[config.mk]
export PLATFORM = sky130hd
export DESIGN_NAME = cell_traffic_gen
export DESIGN_NICKNAME = d
export VERILOG_FILES = /design/src/rtl/tgen_pkg.sv /design/src/rtl/tgen_lfsr.sv /design/src/rtl/tgen_dest_pick.sv /design/src/rtl/tgen_slot_ctl.sv /design/src/rtl/cell_traffic_gen.sv
export SDC_FILE = /design/constraint.sdc
export NUM_CORES = 1
export LEC_CHECK = 0
export BUFFER_PORTS_ARGS = -buffer_cell sky130_fd_sc_hd__buf_4
export CAP_MARGIN = 10
export CORE_UTILIZATION = 48
export CTS_BUF_LIST = sky130_fd_sc_hd__clkbuf_16
export DETAILED_ROUTE_END_ITERATION = 16
export MAX_ROUTING_LAYER = met4
export PLACE_DENSITY_LB_ADDON = 0.3
export SLEW_MARGIN = 40
export SYNTH_ARGS = -nofsm -noshare
export SYNTH_HDL_FRONTEND = slang
export SYNTH_SLANG_ARGS = --single-unit
[constraint.sdc]
create_clock -name clk -period 2.02 [get_ports clk]
set_input_delay 0.303 -clock clk [delete_from_list [all_inputs] [get_ports clk]]
set_output_delay 0.303 -clock clk [all_outputs]
set_load 0.005 [all_outputs]
[src/rtl/tgen_pkg.sv]
package tgen_pkg;
  localparam int unsigned RND_W = 16;

  typedef enum logic {
    SRC_IDLE   = 1'b0,
    SRC_ACTIVE = 1'b1
  } src_state_e;
endpackage

[src/rtl/tgen_lfsr.sv]
module tgen_lfsr #(
  parameter int unsigned        W    = 16,
  parameter logic [W-1:0]       SEED = 16'hACE1
) (
  input  logic         clk,
  input  logic         rst_n,
  output logic [W-1:0] rnd
);
  logic [W-1:0] rnd_d;
  logic         fb;

  // Taps for x^16 + x^14 + x^13 + x^11 + 1
  always_comb begin
    fb    = rnd[W-1] ^ rnd[W-3] ^ rnd[W-4] ^ rnd[W-6];
    rnd_d = {rnd[W-2:0], fb};
  end

  always_ff @(posedge clk or negedge rst_n) begin
    if (!rst_n) rnd <= SEED;
    else        rnd <= rnd_d;
  end
endmodule

[src/rtl/tgen_dest_pick.sv]
module tgen_dest_pick #(
  parameter int unsigned N_PORTS = 8,
  parameter int unsigned W       = 16,
  localparam int unsigned PORT_W = (N_PORTS > 1) ? $clog2(N_PORTS) : 1,
  localparam int unsigned HALF   = W / 2
) (
  input  logic [W-1:0]      rnd,
  input  logic              hot_en,
  input  logic [W-1:0]      hot_thr,
  input  logic [PORT_W-1:0] hot_port,
  output logic [PORT_W-1:0] dst
);
  logic [HALF-1:0] uni_full;
  logic [W-1:0]    skew_rnd;
  logic            hot_hit;

  always_comb begin
    uni_full = rnd[W-1:HALF] % HALF'(N_PORTS);
    skew_rnd = {rnd[HALF-1:0], rnd[W-1:HALF]};
    hot_hit  = hot_en && (skew_rnd < hot_thr);
    if (hot_hit) dst = hot_port;
    else         dst = uni_full[PORT_W-1:0];
  end
endmodule

[src/rtl/tgen_slot_ctl.sv]
module tgen_slot_ctl
  import tgen_pkg::*;
#(
  parameter int unsigned N_PORTS = 8,
  parameter int unsigned W       = 16,
  parameter int unsigned CNT_W   = 8,
  localparam int unsigned PORT_W = (N_PORTS > 1) ? $clog2(N_PORTS) : 1
) (
  input  logic              clk,
  input  logic              rst_n,
  input  logic [W-1:0]      rnd,
  input  logic              burst_mode,
  input  logic [W-1:0]      arr_thr,
  input  logic [W-1:0]      on_thr,
  input  logic [W-1:0]      off_thr,
  input  logic [CNT_W-1:0]  min_burst,
  input  logic [PORT_W-1:0] pick_dst,
  output logic              cell_vld,
  output logic [PORT_W-1:0] cell_dst
);
  src_state_e        state_q, state_d;
  logic [CNT_W-1:0]  cnt_q, cnt_d;
  logic [PORT_W-1:0] bdst_q, bdst_d;
  logic              bdst_en;
  logic              vld_d;
  logic [PORT_W-1:0] dst_d;
  logic [CNT_W-1:0]  cnt_inc;

  always_comb begin
    cnt_inc = (cnt_q == {CNT_W{1'b1}}) ? cnt_q : cnt_q + 1'b1;
    state_d = state_q;
    cnt_d   = cnt_q;
    bdst_d  = bdst_q;
    bdst_en = 1'b0;
    vld_d   = 1'b0;
    dst_d   = '0;
    if (!burst_mode) begin
      state_d = SRC_IDLE;
      cnt_d   = '0;
      if (rnd < arr_thr) begin
        vld_d = 1'b1;
        dst_d = pick_dst;
      end
    end else begin
      unique case (state_q)
        SRC_IDLE: begin
          if (rnd < on_thr) begin
            state_d = SRC_ACTIVE;
            cnt_d   = CNT_W'(1);
            bdst_d  = pick_dst;
            bdst_en = 1'b1;
            vld_d   = 1'b1;
            dst_d   = pick_dst;
          end
        end
        SRC_ACTIVE: begin
          if ((cnt_q >= min_burst) && (rnd < off_thr)) begin
            state_d = SRC_IDLE;
            cnt_d   = '0;
          end else begin
            cnt_d = cnt_inc;
            vld_d = 1'b1;
            dst_d = bdst_q;
          end
        end
        default: state_d = SRC_IDLE;
      endcase
    end
  end

  always_ff @(posedge clk or negedge rst_n) begin
    if (!rst_n) begin
      state_q <= SRC_IDLE;
      cnt_q   <= '0;
    end else begin
      state_q <= state_d;
      cnt_q   <= cnt_d;
    end
  end

  always_ff @(posedge clk or negedge rst_n) begin
    if (!rst_n)       bdst_q <= '0;
    else if (bdst_en) bdst_q <= bdst_d;
  end

  always_ff @(posedge clk or negedge rst_n) begin
    if (!rst_n) begin
      cell_vld <= 1'b0;
      cell_dst <= '0;
    end else begin
      cell_vld <= vld_d;
      cell_dst <= dst_d;
    end
  end
endmodule

[src/rtl/cell_traffic_gen.sv]
module cell_traffic_gen #(
  parameter int unsigned N_PORTS = 8,
  parameter int unsigned CNT_W   = 8,
  parameter logic [15:0] SEED    = 16'hACE1,
  localparam int unsigned W      = tgen_pkg::RND_W,
  localparam int unsigned PORT_W = (N_PORTS > 1) ? $clog2(N_PORTS) : 1
) (
  input  logic              clk,
  input  logic              rst_n,
  input  logic              burst_mode,
  input  logic              hot_en,
  input  logic [W-1:0]      arr_thr,
  input  logic [W-1:0]      on_thr,
  input  logic [W-1:0]      off_thr,
  input  logic [CNT_W-1:0]  min_burst,
  input  logic [PORT_W-1:0] hot_port,
  input  logic [W-1:0]      hot_thr,
  output logic              cell_vld,
  output logic [PORT_W-1:0] cell_dst
);
  logic [W-1:0]      lfsr_q;
  logic [PORT_W-1:0] pick_dst;

  tgen_lfsr #(.W(W), .SEED(SEED)) i_lfsr (
    .clk   (clk),
    .rst_n (rst_n),
    .rnd   (lfsr_q)
  );

  tgen_dest_pick #(.N_PORTS(N_PORTS), .W(W)) i_pick (
    .rnd      (lfsr_q),
    .hot_en   (hot_en),
    .hot_thr  (hot_thr),
    .hot_port (hot_port),
    .dst      (pick_dst)
  );

  tgen_slot_ctl #(.N_PORTS(N_PORTS), .W(W), .CNT_W(CNT_W)) i_ctl (
    .clk        (clk),
    .rst_n      (rst_n),
    .rnd        (lfsr_q),
    .burst_mode (burst_mode),
    .arr_thr    (arr_thr),
    .on_thr     (on_thr),
    .off_thr    (off_thr),
    .min_burst  (min_burst),
    .pick_dst   (pick_dst),
    .cell_vld   (cell_vld),
    .cell_dst   (cell_dst)
  );
endmodule

==> results of run 1 <==
[cells in the mapped netlist, types with 2 or more instances]
| master | instances | share of area, % |
|---|---|---|
| o21ai_0 | 10 | 1.7 |
| nand3_1 | 8 | 1.4 |
| nor2_1 | 17 | 2.2 |
| inv_1 | 75 | 9.6 |
| ha_1 | 69 | 30 |
| nand4_1 | 7 | 1.5 |
| nand2_1 | 20 | 2.6 |
| dfrtp_1 | 24 | 21 |
| o22ai_1 | 3 | 0.64 |
| nand2b_1 | 4 | 0.86 |
| a21o_1 | 4 | 1.0 |
| nor2b_1 | 3 | 0.64 |
| mux2i_1 | 4 | 1.4 |
| dfstp_2 | 8 | 7.2 |
| xnor2_1 | 3 | 0.90 |
| o21ai_1 | 6 | 1.0 |
| o211ai_1 | 3 | 0.77 |
| a211oi_1 | 5 | 1.3 |
| a211o_1 | 3 | 0.90 |
| nor3_1 | 4 | 0.68 |
| a2111oi_0 | 2 | 0.60 |
| xor2_1 | 3 | 0.90 |
| a21oi_1 | 24 | 4.1 |
| a31oi_1 | 3 | 0.64 |
[cells by family after synthesis]
family / share of synthesized area, %
buffers and inverters: 10.1
xor gates and xnor gates: 1.80
DFF: 27.7
muxes: 1.37
and+or+nand+nor: 12.2
adders and majority gates: 29.5
AOI/OAI and AO/OA: 17.3
[worst min path at each step]
stage,end,slack [ps],cells after the start
floorplan,i_ctl.bdst_q[0],7,0
global placement,i_ctl.cnt_q[3],270,1
detailed placement,i_ctl.cnt_q[3],280,1
CTS,i_ctl.cell_dst[1],330,3
global route,i_ctl.cell_dst[1],330,3
finish,i_ctl.cell_dst[1],330,3
[power breakdown]
part / switching [mW] / internal (mW)
combinational: 0.199 / 0.240
clock: 0.288 / 0.579
sequential: 0.0190 / 0.674
[stage by stage]
step                      total power, mW  hold WS, ps  instance area (um^2)  setup slack [ps]  instances
after floorplan                     0.861         7.41                  2920              1.67        334
after global placement               1.07          265                  3990              -175        536
after detailed placement             1.09          277                  3990              -200        536
after CTS                            1.98          329                  4470              -137        552
after global routing                 2.08          333                  4540              -257        553
final                                2.00          331                  4540              -168        553
[routing by layer]
layer	vias up	GRT usage, %
li1	1438	-
met1	1402	32.5
met2	88	47.9
met3	21	6.02
met4	0	7.68
met5	-	-
[sequential cells by signal, indices dropped and copies added, names as in the netlist]
signal	cells
i_lfsr.rnd	16
i_ctl.cell_dst	3
i_ctl.cnt_q	8
i_ctl.cell_vld	1
i_ctl.state_q	1
i_ctl.bdst_q	3
[what timing repair did]
action	in CTS	in global routing
cloned	0	0
gates resized for setup	40	15
hold buffers	1	0
hold endpoints to repair	24	0
endpoints found under the setup margin	16	16
pin swaps	24	9
buffers inserted	8	1
[area by class of cell]
class,instances,area share (%)
clock inverter,3,0.938
inverter,75,6.21
sequential,32,18.0
multi-input combinational,225,46.7
timing repair buffer,138,23.4
clock buffer,5,2.76
tap,75,2.07
[worst min-delay path: stages]
cell,delay (ps)
buf_4,90
mux2i_2,60
o22ai_1,100
==> impl_metrics.xml, run 1 <==
<?xml version="1.0" encoding="UTF-8"?>
<metrics>
  <group name="outcome">
    <metric name="outcome" unit="">finished with violations</metric>
    <metric name="violations" unit="">negative setup slack</metric>
  </group>
  <group name="worst_setup_path">
    <metric name="critical_path_class" unit="">flop to flop</metric>
    <metric name="worstSetupEndpoint" unit="">i_ctl.bdst_q[2]</metric>
    <metric name="r2r_end" unit="">i_ctl.bdst_q[2]</metric>
    <metric name="crit_start" unit="">i_lfsr.rnd[2]</metric>
    <metric name="critPathMostFrequentCell" unit="">buf_4</metric>
    <metric name="crit_cells" unit="">10</metric>
    <metric name="critPathTopFamily" unit="">compound AO/OA/AOI/OAI gates</metric>
    <metric name="r2r_startpoint" unit="">i_lfsr.rnd[2]</metric>
    <metric name="critical-path-slowest-cell" unit="">dfrtp_2</metric>
    <metric name="startpoint_class_of_the_critical_path" unit="">flop</metric>
    <metric name="crit_chain" unit="">buf_4 -&gt; ha_1 -&gt; nand2_2 -&gt; o21ai_1 -&gt; a31oi_2 -&gt; o2111a_1 -&gt; o41ai_4 -&gt; buf_4 -&gt; mux2i_2 -&gt; a21oi_1</metric>
    <metric name="critical_path.max_fanout" unit="">4</metric>
    <metric name="worstPathRequired" unit="ps">2180</metric>
    <metric name="rrSetupSlack" unit="ps">-170</metric>
    <metric name="setup.worst_path.end_class" unit="">flop</metric>
    <metric name="max_stage_delay" unit="ps">450</metric>
    <metric name="r2r.worst_path.cells" unit="">10</metric>
    <metric name="timing.critical_path.buf_inv" unit="">2</metric>
    <metric name="critPathArrivalTime" unit="ps">2350</metric>
  </group>
  <group name="global_routing">
    <metric name="first_global_vias" unit="">2940</metric>
    <metric name="grt_pass1_wl" unit="um">13200</metric>
    <metric name="grt_util_all_layers" unit="%">27.7</metric>
    <metric name="grt_antenna_before_repair" unit="">0</metric>
    <metric name="grt_start_max_net_pins" unit="">33</metric>
    <metric name="grt_overflow_total" unit="">0</metric>
  </group>
  <group name="synthesis">
    <metric name="synth_enable_flop_cells" unit="">0</metric>
    <metric name="ys_dominant_reg_cell" unit="">dfrtp_1</metric>
    <metric name="yosys_warnings" unit="">0</metric>
    <metric name="syn_avg_cell_area" unit="um^2">8.75</metric>
    <metric name="seq_area_frac_synth" unit="%">27.7</metric>
    <metric name="mappedNetlistArea" unit="um^2">2920</metric>
    <metric name="synth_cell_types" unit="">46</metric>
    <metric name="synth-async-reset-ratio" unit="%">100</metric>
    <metric name="postSynthCellCount" unit="">334</metric>
    <metric name="synth.net_count" unit="">482</metric>
    <metric name="ys_seq_elements" unit="">32</metric>
  </group>
  <group name="sta">
    <metric name="finalCritPeriodShare" unit="%">108</metric>
    <metric name="setup-tns-final" unit="ps">-1630</metric>
    <metric name="worstMarginPinSlew" unit="ps">448</metric>
    <metric name="worst_slew_margin_rel" unit="%">70.2</metric>
    <metric name="achievable-frequency" unit="GHz">0.457</metric>
    <metric name="maxSlewViolCount" unit="">0</metric>
    <metric name="setup_viol" unit="">16</metric>
    <metric name="final.min_clock_period" unit="ps">2190</metric>
    <metric name="hold_viol" unit="">0</metric>
    <metric name="setup_repair_after_global_routing_missed_its_margin" unit="">yes</metric>
    <metric name="final.setup.worst_slack" unit="ps">-168</metric>
    <metric name="layout_skew" unit="ps">6.10</metric>
  </group>
  <group name="routing">
    <metric name="detail_route.wirelength" unit="um">8650</metric>
    <metric name="drt.antenna.violating_nets" unit="">0</metric>
    <metric name="remaining_drc_errors" unit="">0</metric>
    <metric name="drt_iter0_markers" unit="">137</metric>
    <metric name="wl_met2" unit="um">4340</metric>
    <metric name="m1WireLength" unit="um">3660</metric>
    <metric name="via_per_inst" unit="">5.33</metric>
    <metric name="drt-wirelength-per-cell" unit="um">15.6</metric>
    <metric name="topRoutingLayerUsed" unit="">met4</metric>
    <metric name="vias" unit="">2949</metric>
    <metric name="met3WireLength" unit="um">445</metric>
    <metric name="first_pass_iters" unit="">4</metric>
  </group>
  <group name="die">
    <metric name="fp.dieArea" unit="um^2">6410</metric>
    <metric name="initial_core_util" unit="%">49.7</metric>
    <metric name="die_y" unit="um">80.1</metric>
    <metric name="floorplan.rows" unit="">28</metric>
    <metric name="io-pin-count" unit="">83</metric>
    <metric name="core_area" unit="um^2">5890</metric>
    <metric name="die_x" unit="um">80.1</metric>
  </group>
  <group name="final_layout">
    <metric name="utilization_after_layout" unit="%">77.1</metric>
    <metric name="fillCellCount" unit="">378</metric>
    <metric name="num_antenna_cells" unit="">0</metric>
    <metric name="final_nets" unit="">625</metric>
    <metric name="drive_gt1_share" unit="%">43.1</metric>
    <metric name="mostFrequentLayoutCells" unit="">133 x buf_4, 74 x inv_1, 57 x ha_1</metric>
    <metric name="register_area" unit="um^2">815</metric>
    <metric name="area_of_combinational_cells_with_multiple_inputs" unit="um^2">2120</metric>
    <metric name="syn2layout_area_growth" unit="%">55.2</metric>
    <metric name="layout.cells.most_common" unit="">buf_4</metric>
  </group>
  <group name="worst_hold_path">
    <metric name="hp-start" unit="">hot_port[1]</metric>
    <metric name="worstHoldPathType" unit="">input pin to flop</metric>
  </group>
  <group name="clock_tree">
    <metric name="cts_tree" unit="">built</metric>
    <metric name="worst_case_clock_buffer_depth" unit="">2</metric>
    <metric name="cts_max_level" unit="">2</metric>
    <metric name="worst_skew_pair.late_latency" unit="ps">280</metric>
    <metric name="cts_root_buf" unit="">clkbuf_16</metric>
    <metric name="cts_made_buffers" unit="">5</metric>
    <metric name="cts.clk_slew.worst_paths" unit="ps">60</metric>
    <metric name="number_of_sinks_handled_by_clock_tree_synthesis" unit="">32</metric>
  </group>
  <group name="power_and_ir_drop">
    <metric name="leakage" unit="nW">2.48</metric>
    <metric name="vdd.ir_drop.worst" unit="mV">0.373</metric>
    <metric name="power_per_cell_area" unit="nW/um^2">441</metric>
  </group>
  <group name="job">
    <metric name="timing.max_cap.violations" unit="">0</metric>
  </group>
  <group name="placed_design">
    <metric name="dp_hpwl" unit="um">6140</metric>
    <metric name="gp_congestion" unit="">0.877</metric>
    <metric name="buffer_ports.inserted" unit="">82</metric>
  </group>
</metrics>
Note: power is estimated with default switching activity, not from simulation.
==> run 2: changes to the inputs <==
CORE_ASPECT_RATIO = 1.2   (was unset)
==> run 2 against run 1 <==
Against the previous run:
- the flow still finishes with violations (negative setup slack)
- sequential power barely moved
- flip-flop and latch count did not move
- clock power fell by 2%
- die area barely moved
- hold slack got worse by 6.0 ps
- via count rose by 0.20%
- total power fell by 1.7%
- routed wire length rose by 0.69%
- largest power group unchanged
- sequential share of layout area rose by 0.46 points
- setup slack got worse by 40 ps
- non-clock buffer count rose by 2
- critical endpoint is now i_ctl.cell_dst[2]
- fmax fell by 1.8%
==> impl_metrics.xml, run 2 (same netlist as run 1, synthesis figures left out) <==
<?xml version="1.0" encoding="UTF-8"?>
<metrics>
  <group name="placed_design">
    <metric name="gp_congestion" unit="">0.855</metric>
    <metric name="buffer_ports.inserted" unit="">82</metric>
    <metric name="placed_cells_incl_taps" unit="">546</metric>
    <metric name="dp_hpwl" unit="um">6170</metric>
    <metric name="detailedPlace.worstSlack" unit="ps">-282</metric>
  </group>
  <group name="final_layout">
    <metric name="final_nets" unit="">627</metric>
    <metric name="drive_gt1_share" unit="%">38.1</metric>
    <metric name="fillCellCount" unit="">405</metric>
    <metric name="regs_by_ff_count" unit="">i_lfsr.rnd x16, i_ctl.cnt_q x8</metric>
    <metric name="layout.cells.most_common" unit="">buf_4</metric>
    <metric name="register_area" unit="um^2">812</metric>
    <metric name="max_flop_register" unit="">i_lfsr.rnd</metric>
    <metric name="utilization_after_layout" unit="%">76.3</metric>
    <metric name="area_of_combinational_cells_with_multiple_inputs" unit="um^2">1980</metric>
    <metric name="num_antenna_cells" unit="">0</metric>
    <metric name="largest_register_ffs" unit="">16</metric>
    <metric name="mostFrequentLayoutCells" unit="">137 x buf_4, 75 x inv_1, 65 x ha_1</metric>
    <metric name="syn2layout_area_growth" unit="%">50.8</metric>
    <metric name="finalNonFillerCells" unit="">560</metric>
  </group>
  <group name="worst_setup_path">
    <metric name="max_stage_delay" unit="ps">410</metric>
    <metric name="startpoint_class_of_the_critical_path" unit="">flop</metric>
    <metric name="r2r_end" unit="">i_ctl.cell_dst[2]</metric>
    <metric name="critical_path_class" unit="">flop to flop</metric>
    <metric name="worstPathRequired" unit="ps">2180</metric>
    <metric name="rrSetupSlack" unit="ps">-210</metric>
    <metric name="critPathArrivalTime" unit="ps">2390</metric>
    <metric name="r2r.worst_path.cells" unit="">10</metric>
    <metric name="critical-path-slowest-cell" unit="">dfrtp_1</metric>
    <metric name="crit_chain" unit="">buf_4 -&gt; ha_1 -&gt; nand2_1 -&gt; nor2_1 -&gt; a31oi_2 -&gt; o2111a_1 -&gt; o41ai_4 -&gt; buf_6 -&gt; mux2i_4 -&gt; o22ai_2</metric>
    <metric name="setup.worst_path.end_class" unit="">flop</metric>
    <metric name="r2r_startpoint" unit="">i_lfsr.rnd[2]</metric>
    <metric name="critical_path.max_fanout" unit="">3</metric>
  </group>
  <group name="global_routing">
    <metric name="first_global_vias" unit="">3047</metric>
    <metric name="grt_util_all_layers" unit="%">29.0</metric>
    <metric name="grt_pass1_wl" unit="um">13400</metric>
    <metric name="grt.met2_usage" unit="%">51.8</metric>
    <metric name="top_usage_layer" unit="">met2</metric>
    <metric name="grt_overflow_total" unit="">0</metric>
    <metric name="grt.met1_usage" unit="%">31.3</metric>
    <metric name="globalRouteMet3Util" unit="%">3.94</metric>
    <metric name="grt_antenna_before_repair" unit="">0</metric>
    <metric name="grt_start_max_net_pins" unit="">33</metric>
  </group>
  <group name="power_and_ir_drop">
    <metric name="seq_power_share" unit="%">35.3</metric>
    <metric name="vdd.ir_drop.worst" unit="mV">0.577</metric>
    <metric name="internal-power" unit="mW">1.48</metric>
    <metric name="combPwrFrac" unit="%">21.5</metric>
    <metric name="leakage" unit="nW">2.50</metric>
    <metric name="switching_share" unit="%">24.7</metric>
    <metric name="power_per_cell_area" unit="nW/um^2">446</metric>
    <metric name="power.switching" unit="uW">486</metric>
    <metric name="clock_power_share" unit="%">43.2</metric>
  </group>
  <group name="clock_tree">
    <metric name="cts_max_level" unit="">2</metric>
    <metric name="cts_made_buffers" unit="">5</metric>
    <metric name="number_of_sinks_handled_by_clock_tree_synthesis" unit="">32</metric>
    <metric name="cts.clk_slew.worst_paths" unit="ps">50</metric>
    <metric name="worst_skew_pair.late_latency" unit="ps">280</metric>
    <metric name="cts_root_buf" unit="">clkbuf_16</metric>
    <metric name="worst_case_clock_buffer_depth" unit="">2</metric>
    <metric name="cts_tree" unit="">built</metric>
  </group>
  <group name="worst_hold_path">
    <metric name="worstHoldPathType" unit="">input pin to flop</metric>
    <metric name="whs_path_depth" unit="">3</metric>
    <metric name="hp-start" unit="">hot_port[1]</metric>
    <metric name="hold_end" unit="">i_ctl.bdst_q[1]</metric>
  </group>
  <group name="routing">
    <metric name="first_pass_iters" unit="">4</metric>
    <metric name="remaining_drc_errors" unit="">0</metric>
    <metric name="drt.antenna.violating_nets" unit="">0</metric>
    <metric name="vias" unit="">2955</metric>
    <metric name="via_per_inst" unit="">5.28</metric>
    <metric name="drt-wirelength-per-cell" unit="um">15.6</metric>
    <metric name="drt_iter0_markers" unit="">124</metric>
    <metric name="detail_route.wirelength" unit="um">8710</metric>
  </group>
  <group name="sta">
    <metric name="final.setup.worst_slack" unit="ps">-209</metric>
    <metric name="hold-worst-slack" unit="ps">325</metric>
    <metric name="setup-tns-final" unit="ps">-2320</metric>
    <metric name="worst_slew_margin_rel" unit="%">69.7</metric>
    <metric name="worstMarginPinSlew" unit="ps">453</metric>
    <metric name="finalCritPeriodShare" unit="%">110</metric>
    <metric name="hold_viol" unit="">0</metric>
    <metric name="achievable-frequency" unit="GHz">0.449</metric>
    <metric name="setup_repair_after_global_routing_missed_its_margin" unit="">yes</metric>
    <metric name="setup_viol" unit="">16</metric>
    <metric name="layout_skew" unit="ps">5.48</metric>
    <metric name="final.min_clock_period" unit="ps">2230</metric>
    <metric name="maxSlewViolCount" unit="">0</metric>
  </group>
  <group name="outcome">
    <metric name="violations" unit="">negative setup slack</metric>
    <metric name="outcome" unit="">finished with violations</metric>
  </group>
  <group name="die">
    <metric name="die_x" unit="um">73.3</metric>
    <metric name="die_y" unit="um">87.5</metric>
    <metric name="io-pin-count" unit="">83</metric>
    <metric name="initial_core_util" unit="%">50.6</metric>
    <metric name="floorplan.rows" unit="">30</metric>
    <metric name="core_area" unit="um^2">5780</metric>
    <metric name="fp.dieArea" unit="um^2">6410</metric>
  </group>
  <group name="job">
    <metric name="timing.max_cap.violations" unit="">0</metric>
  </group>
</metrics>
-- run 2: worst max-delay path, delay by kind of cell (launching register included) --
family                     cells  cell delay (ps)
AOI/OAI and AO/OA              4              550
buffers and inverters          2              350
muxes                          1              240
DFF                            1              410
adders and majority gates      1              280
and+or+nand+nor                2              270
-- run 2: timing repair --
item,4_1_cts,5_1_grt
buffers inserted,6,1
cloned,0,0
hold buffers,1,0
resized for setup,18,14
pin swaps,9,7
hold endpoints to repair,24,0
setup endpoints to repair,16,16
-- run 2: layout make-up --
cell class | instances | area share (%)
Clock buffer | 5 | 2.84
Inverter | 75 | 6.38
Clock inverter | 3 | 0.851
Tap cell | 80 | 2.27
Timing Repair Buffer | 140 | 24.3
Multi-Input combinational cell | 225 | 45.0
Sequential cell | 32 | 18.4
-- run 2: through the flow --
stage	total power [mW]	instance area, um^2
global route	2.05	4410
global placement	1.07	4030
floorplan	0.861	2920
CTS	1.94	4330
finish	1.97	4410
detailed placement	1.09	4030
-- run 2: power groups by stage --
stage	registers [mW]	logic (mW)	clock network [mW]
final	0.694	0.423	0.849
after detailed placement	0.701	0.386	0
after floorplan	0.702	0.159	0
after global placement	0.700	0.373	0
after CTS	0.692	0.400	0.849
after global routing	0.697	0.470	0.888
-- run 2: worst max path at each step --
stage / start / depth (start not counted) / end
finish: i_lfsr.rnd[2] / 10 / i_ctl.cell_dst[2]
global route: i_lfsr.rnd[7] / 8 / i_ctl.cnt_q[0]
CTS: i_lfsr.rnd[7] / 8 / i_ctl.cnt_q[2]
detailed placement: i_lfsr.rnd[5] / 8 / i_ctl.cnt_q[2]
global placement: i_lfsr.rnd[4] / 8 / i_ctl.cnt_q[2]
floorplan: i_lfsr.rnd[9] / 8 / i_ctl.cnt_q[0]
-- run 2: per-layer routing --
layer	share of wire (%)	vias to the layer above	wire, um
met5	0	-	0
li1	-	1450	-
met3	4.0	31	349
met1	39	1390	3380
met2	53	84	4650
met4	3.8	0	328
==> run 3: changes to the inputs <==
CORE_UTILIZATION = 50   (was 48)
clock period = 2.14 ns   (was 2.02 ns; I/O delays follow)
==> run 3 against run 2 <==
Against the previous run:
- the run still ends with negative setup slack left
- die area shrank 3.9%
- routed wire length rose by 10%
- sequential power decreased by 5.8%
- clock power shrank 15%
- critical path depth shrank 2
- register-to-register slack barely moved
- fmax decreased by 5.4%
- critical path type unchanged
==> impl_metrics.xml, run 3 (same netlist as run 1, synthesis figures left out) <==
<?xml version="1.0" encoding="UTF-8"?>
<metrics>
  <group name="routing">
    <metric name="detail_route.wirelength" unit="um">9620</metric>
    <metric name="drt_iter0_markers" unit="">194</metric>
    <metric name="vias" unit="">3077</metric>
    <metric name="via_per_inst" unit="">5.70</metric>
    <metric name="remaining_drc_errors" unit="">0</metric>
    <metric name="first_pass_iters" unit="">4</metric>
    <metric name="drt.antenna.violating_nets" unit="">0</metric>
    <metric name="drt-wirelength-per-cell" unit="um">17.8</metric>
  </group>
  <group name="placed_design">
    <metric name="dpl_cell_area" unit="um^2">3920</metric>
    <metric name="gp_congestion" unit="">0.853</metric>
    <metric name="dp_hpwl" unit="um">6150</metric>
    <metric name="buffer_ports.inserted" unit="">82</metric>
  </group>
  <group name="die">
    <metric name="die_x" unit="um">71.8</metric>
    <metric name="initial_core_util" unit="%">51.9</metric>
    <metric name="floorplan.rows" unit="">30</metric>
    <metric name="fp.dieArea" unit="um^2">6160</metric>
    <metric name="core_area" unit="um^2">5630</metric>
    <metric name="io-pin-count" unit="">83</metric>
    <metric name="die_y" unit="um">85.8</metric>
  </group>
  <group name="sta">
    <metric name="hold_viol" unit="">0</metric>
    <metric name="worst_slew_margin_rel" unit="%">64.2</metric>
    <metric name="setup_repair_after_global_routing_missed_its_margin" unit="">yes</metric>
    <metric name="maxSlewViolCount" unit="">0</metric>
    <metric name="finalCritPeriodShare" unit="%">110</metric>
    <metric name="final.min_clock_period" unit="ps">2360</metric>
    <metric name="setup-tns-final" unit="ps">-2350</metric>
    <metric name="worstMarginPinSlew" unit="ps">524</metric>
    <metric name="achievable-frequency" unit="GHz">0.424</metric>
    <metric name="final.setup.worst_slack" unit="ps">-217</metric>
    <metric name="setup_viol" unit="">16</metric>
    <metric name="layout_skew" unit="ps">6.52</metric>
  </group>
  <group name="power_and_ir_drop">
    <metric name="finalPower" unit="mW">1.82</metric>
    <metric name="vdd.ir_drop.worst" unit="mV">0.469</metric>
    <metric name="power_per_cell_area" unit="nW/um^2">401</metric>
    <metric name="leakage" unit="nW">2.46</metric>
  </group>
  <group name="worst_setup_path">
    <metric name="r2r_startpoint" unit="">i_lfsr.rnd[7]</metric>
    <metric name="r2r.worst_path.cells" unit="">8</metric>
    <metric name="critical_path_class" unit="">flop to flop</metric>
    <metric name="rrSetupSlack" unit="ps">-220</metric>
    <metric name="critPathTopFamily" unit="">compound AO/OA/AOI/OAI gates</metric>
    <metric name="crit_start" unit="">i_lfsr.rnd[7]</metric>
    <metric name="max_stage_delay" unit="ps">580</metric>
    <metric name="worstPathRequired" unit="ps">2360</metric>
    <metric name="r2r_end" unit="">i_ctl.cnt_q[0]</metric>
    <metric name="startpoint_class_of_the_critical_path" unit="">flop</metric>
    <metric name="setup.worst_path.end_class" unit="">flop</metric>
    <metric name="worstSetupEndpoint" unit="">i_ctl.cnt_q[0]</metric>
    <metric name="critical_path.max_fanout" unit="">4</metric>
    <metric name="timing.critical_path.buf_inv" unit="">0</metric>
    <metric name="critPathArrivalTime" unit="ps">2570</metric>
    <metric name="crit_chain" unit="">ha_4 -&gt; a21oi_2 -&gt; o21ai_1 -&gt; a41oi_2 -&gt; o21ai_4 -&gt; or4b_4 -&gt; a21oi_4 -&gt; a211o_1</metric>
    <metric name="critical-path-slowest-cell" unit="">dfstp_2</metric>
    <metric name="crit_cells" unit="">8</metric>
  </group>
  <group name="final_layout">
    <metric name="register_area" unit="um^2">816</metric>
    <metric name="max_flop_register" unit="">i_lfsr.rnd</metric>
    <metric name="area_of_combinational_cells_with_multiple_inputs" unit="um^2">2140</metric>
    <metric name="num_antenna_cells" unit="">0</metric>
    <metric name="syn2layout_area_growth" unit="%">54.7</metric>
    <metric name="fillCellCount" unit="">331</metric>
    <metric name="largest_register_ffs" unit="">16</metric>
    <metric name="final_cell_area" unit="um^2">4520</metric>
    <metric name="layout.cells.most_common" unit="">buf_4</metric>
    <metric name="final_nets" unit="">623</metric>
    <metric name="mostFrequentLayoutCells" unit="">129 x buf_4, 75 x inv_1, 57 x ha_1</metric>
    <metric name="regs_by_ff_count" unit="">i_lfsr.rnd x16, i_ctl.cnt_q x8</metric>
    <metric name="drive_gt1_share" unit="%">42.4</metric>
  </group>
  <group name="clock_tree">
    <metric name="number_of_sinks_handled_by_clock_tree_synthesis" unit="">32</metric>
    <metric name="worst_case_clock_buffer_depth" unit="">2</metric>
    <metric name="cts_max_level" unit="">2</metric>
    <metric name="worst_skew_pair.late_latency" unit="ps">280</metric>
    <metric name="cts_tree" unit="">built</metric>
    <metric name="cts_made_buffers" unit="">5</metric>
    <metric name="cts_root_buf" unit="">clkbuf_16</metric>
    <metric name="cts.clk_slew.worst_paths" unit="ps">50</metric>
  </group>
  <group name="global_routing">
    <metric name="grt_pass1_wl" unit="um">13200</metric>
    <metric name="grt_util_all_layers" unit="%">28.8</metric>
    <metric name="first_global_vias" unit="">2964</metric>
    <metric name="grt_antenna_before_repair" unit="">0</metric>
    <metric name="grt_start_max_net_pins" unit="">33</metric>
    <metric name="grt_overflow_total" unit="">0</metric>
  </group>
  <group name="worst_hold_path">
    <metric name="worstHoldPathType" unit="">input pin to flop</metric>
  </group>
  <group name="outcome">
    <metric name="outcome" unit="">finished with violations</metric>
    <metric name="violations" unit="">negative setup slack</metric>
  </group>
  <group name="job">
    <metric name="timing.max_cap.violations" unit="">0</metric>
  </group>
</metrics>
-- run 3: where the power goes --
| part | switching (mW) | internal, mW |
|---|---|---|
| logic | 0.200 | 0.238 |
| clock network | 0.290 | 0.432 |
| registers | 0.0180 | 0.636 |
| total | 0.509 | 1.31 |
-- run 3: area by class of cell --
cell class | instances | share of cell area (%)
multi-input cells | 225 | 47.2
clock inverters | 3 | 0.525
well taps | 64 | 1.77
flip-flops and latches | 32 | 18.0
clock buffers | 5 | 2.77
inverters | 75 | 6.22
repair buffers | 136 | 23.5
-- run 3: metal layers --
metal  GRT usage, %  vias to the layer above  part of all wire (%)
li1               -                     1438                     -
met1           31.4                     1454                    36
met2           51.1                      132                    52
met3           3.64                       53                   5.2
met4           14.1                        0                   6.2
met5              -                        -                     0
-- run 3: timing repair --
item / CTS / global route
pin swaps: 5 / 12
hold buffers: 1 / 0
setup endpoints to repair: 16 / 16
resized for setup: 14 / 42
cloned: 0 / 2
buffers inserted: 7 / 5
endpoints found under the hold margin: 20 / 0
-- run 3: through the flow --
step / utilization (%) / cells / setup WS (ps) / hold slack (ps)
2_1_floorplan: - / 334 / 102 / 25.4
3_3_place_gp: 69.6 / 518 / -140 / 287
3_5_place_dp: 69.6 / 518 / -159 / 288
4_1_cts: 74.8 / 534 / -74.0 / 347
5_1_grt: 80.4 / 540 / -306 / 337
6_report: 80.4 / 540 / -217 / 321
-- run 3: how the worst min path moves through the flow --
stage	start	endpoint	slack, ps	cells past startpoint
6_report	hot_port[0]	i_ctl.cell_dst[0]	320	3
5_1_grt	hot_port[2]	i_ctl.cell_dst[2]	340	3
4_1_cts	hot_port[0]	i_ctl.cell_dst[0]	350	3
3_5_place_dp	rst_n	i_lfsr.rnd[14]	290	1
3_3_place_gp	rst_n	i_lfsr.rnd[14]	290	1
2_1_floorplan	rst_n	i_ctl.bdst_q[0]	30	0
-- run 3: worst min-delay path, delay by kind of cell --
kind	cells	cell delay (ps)
buffers and inverters	1	90
AOI/OAI and AO/OA	1	70
muxes	1	60
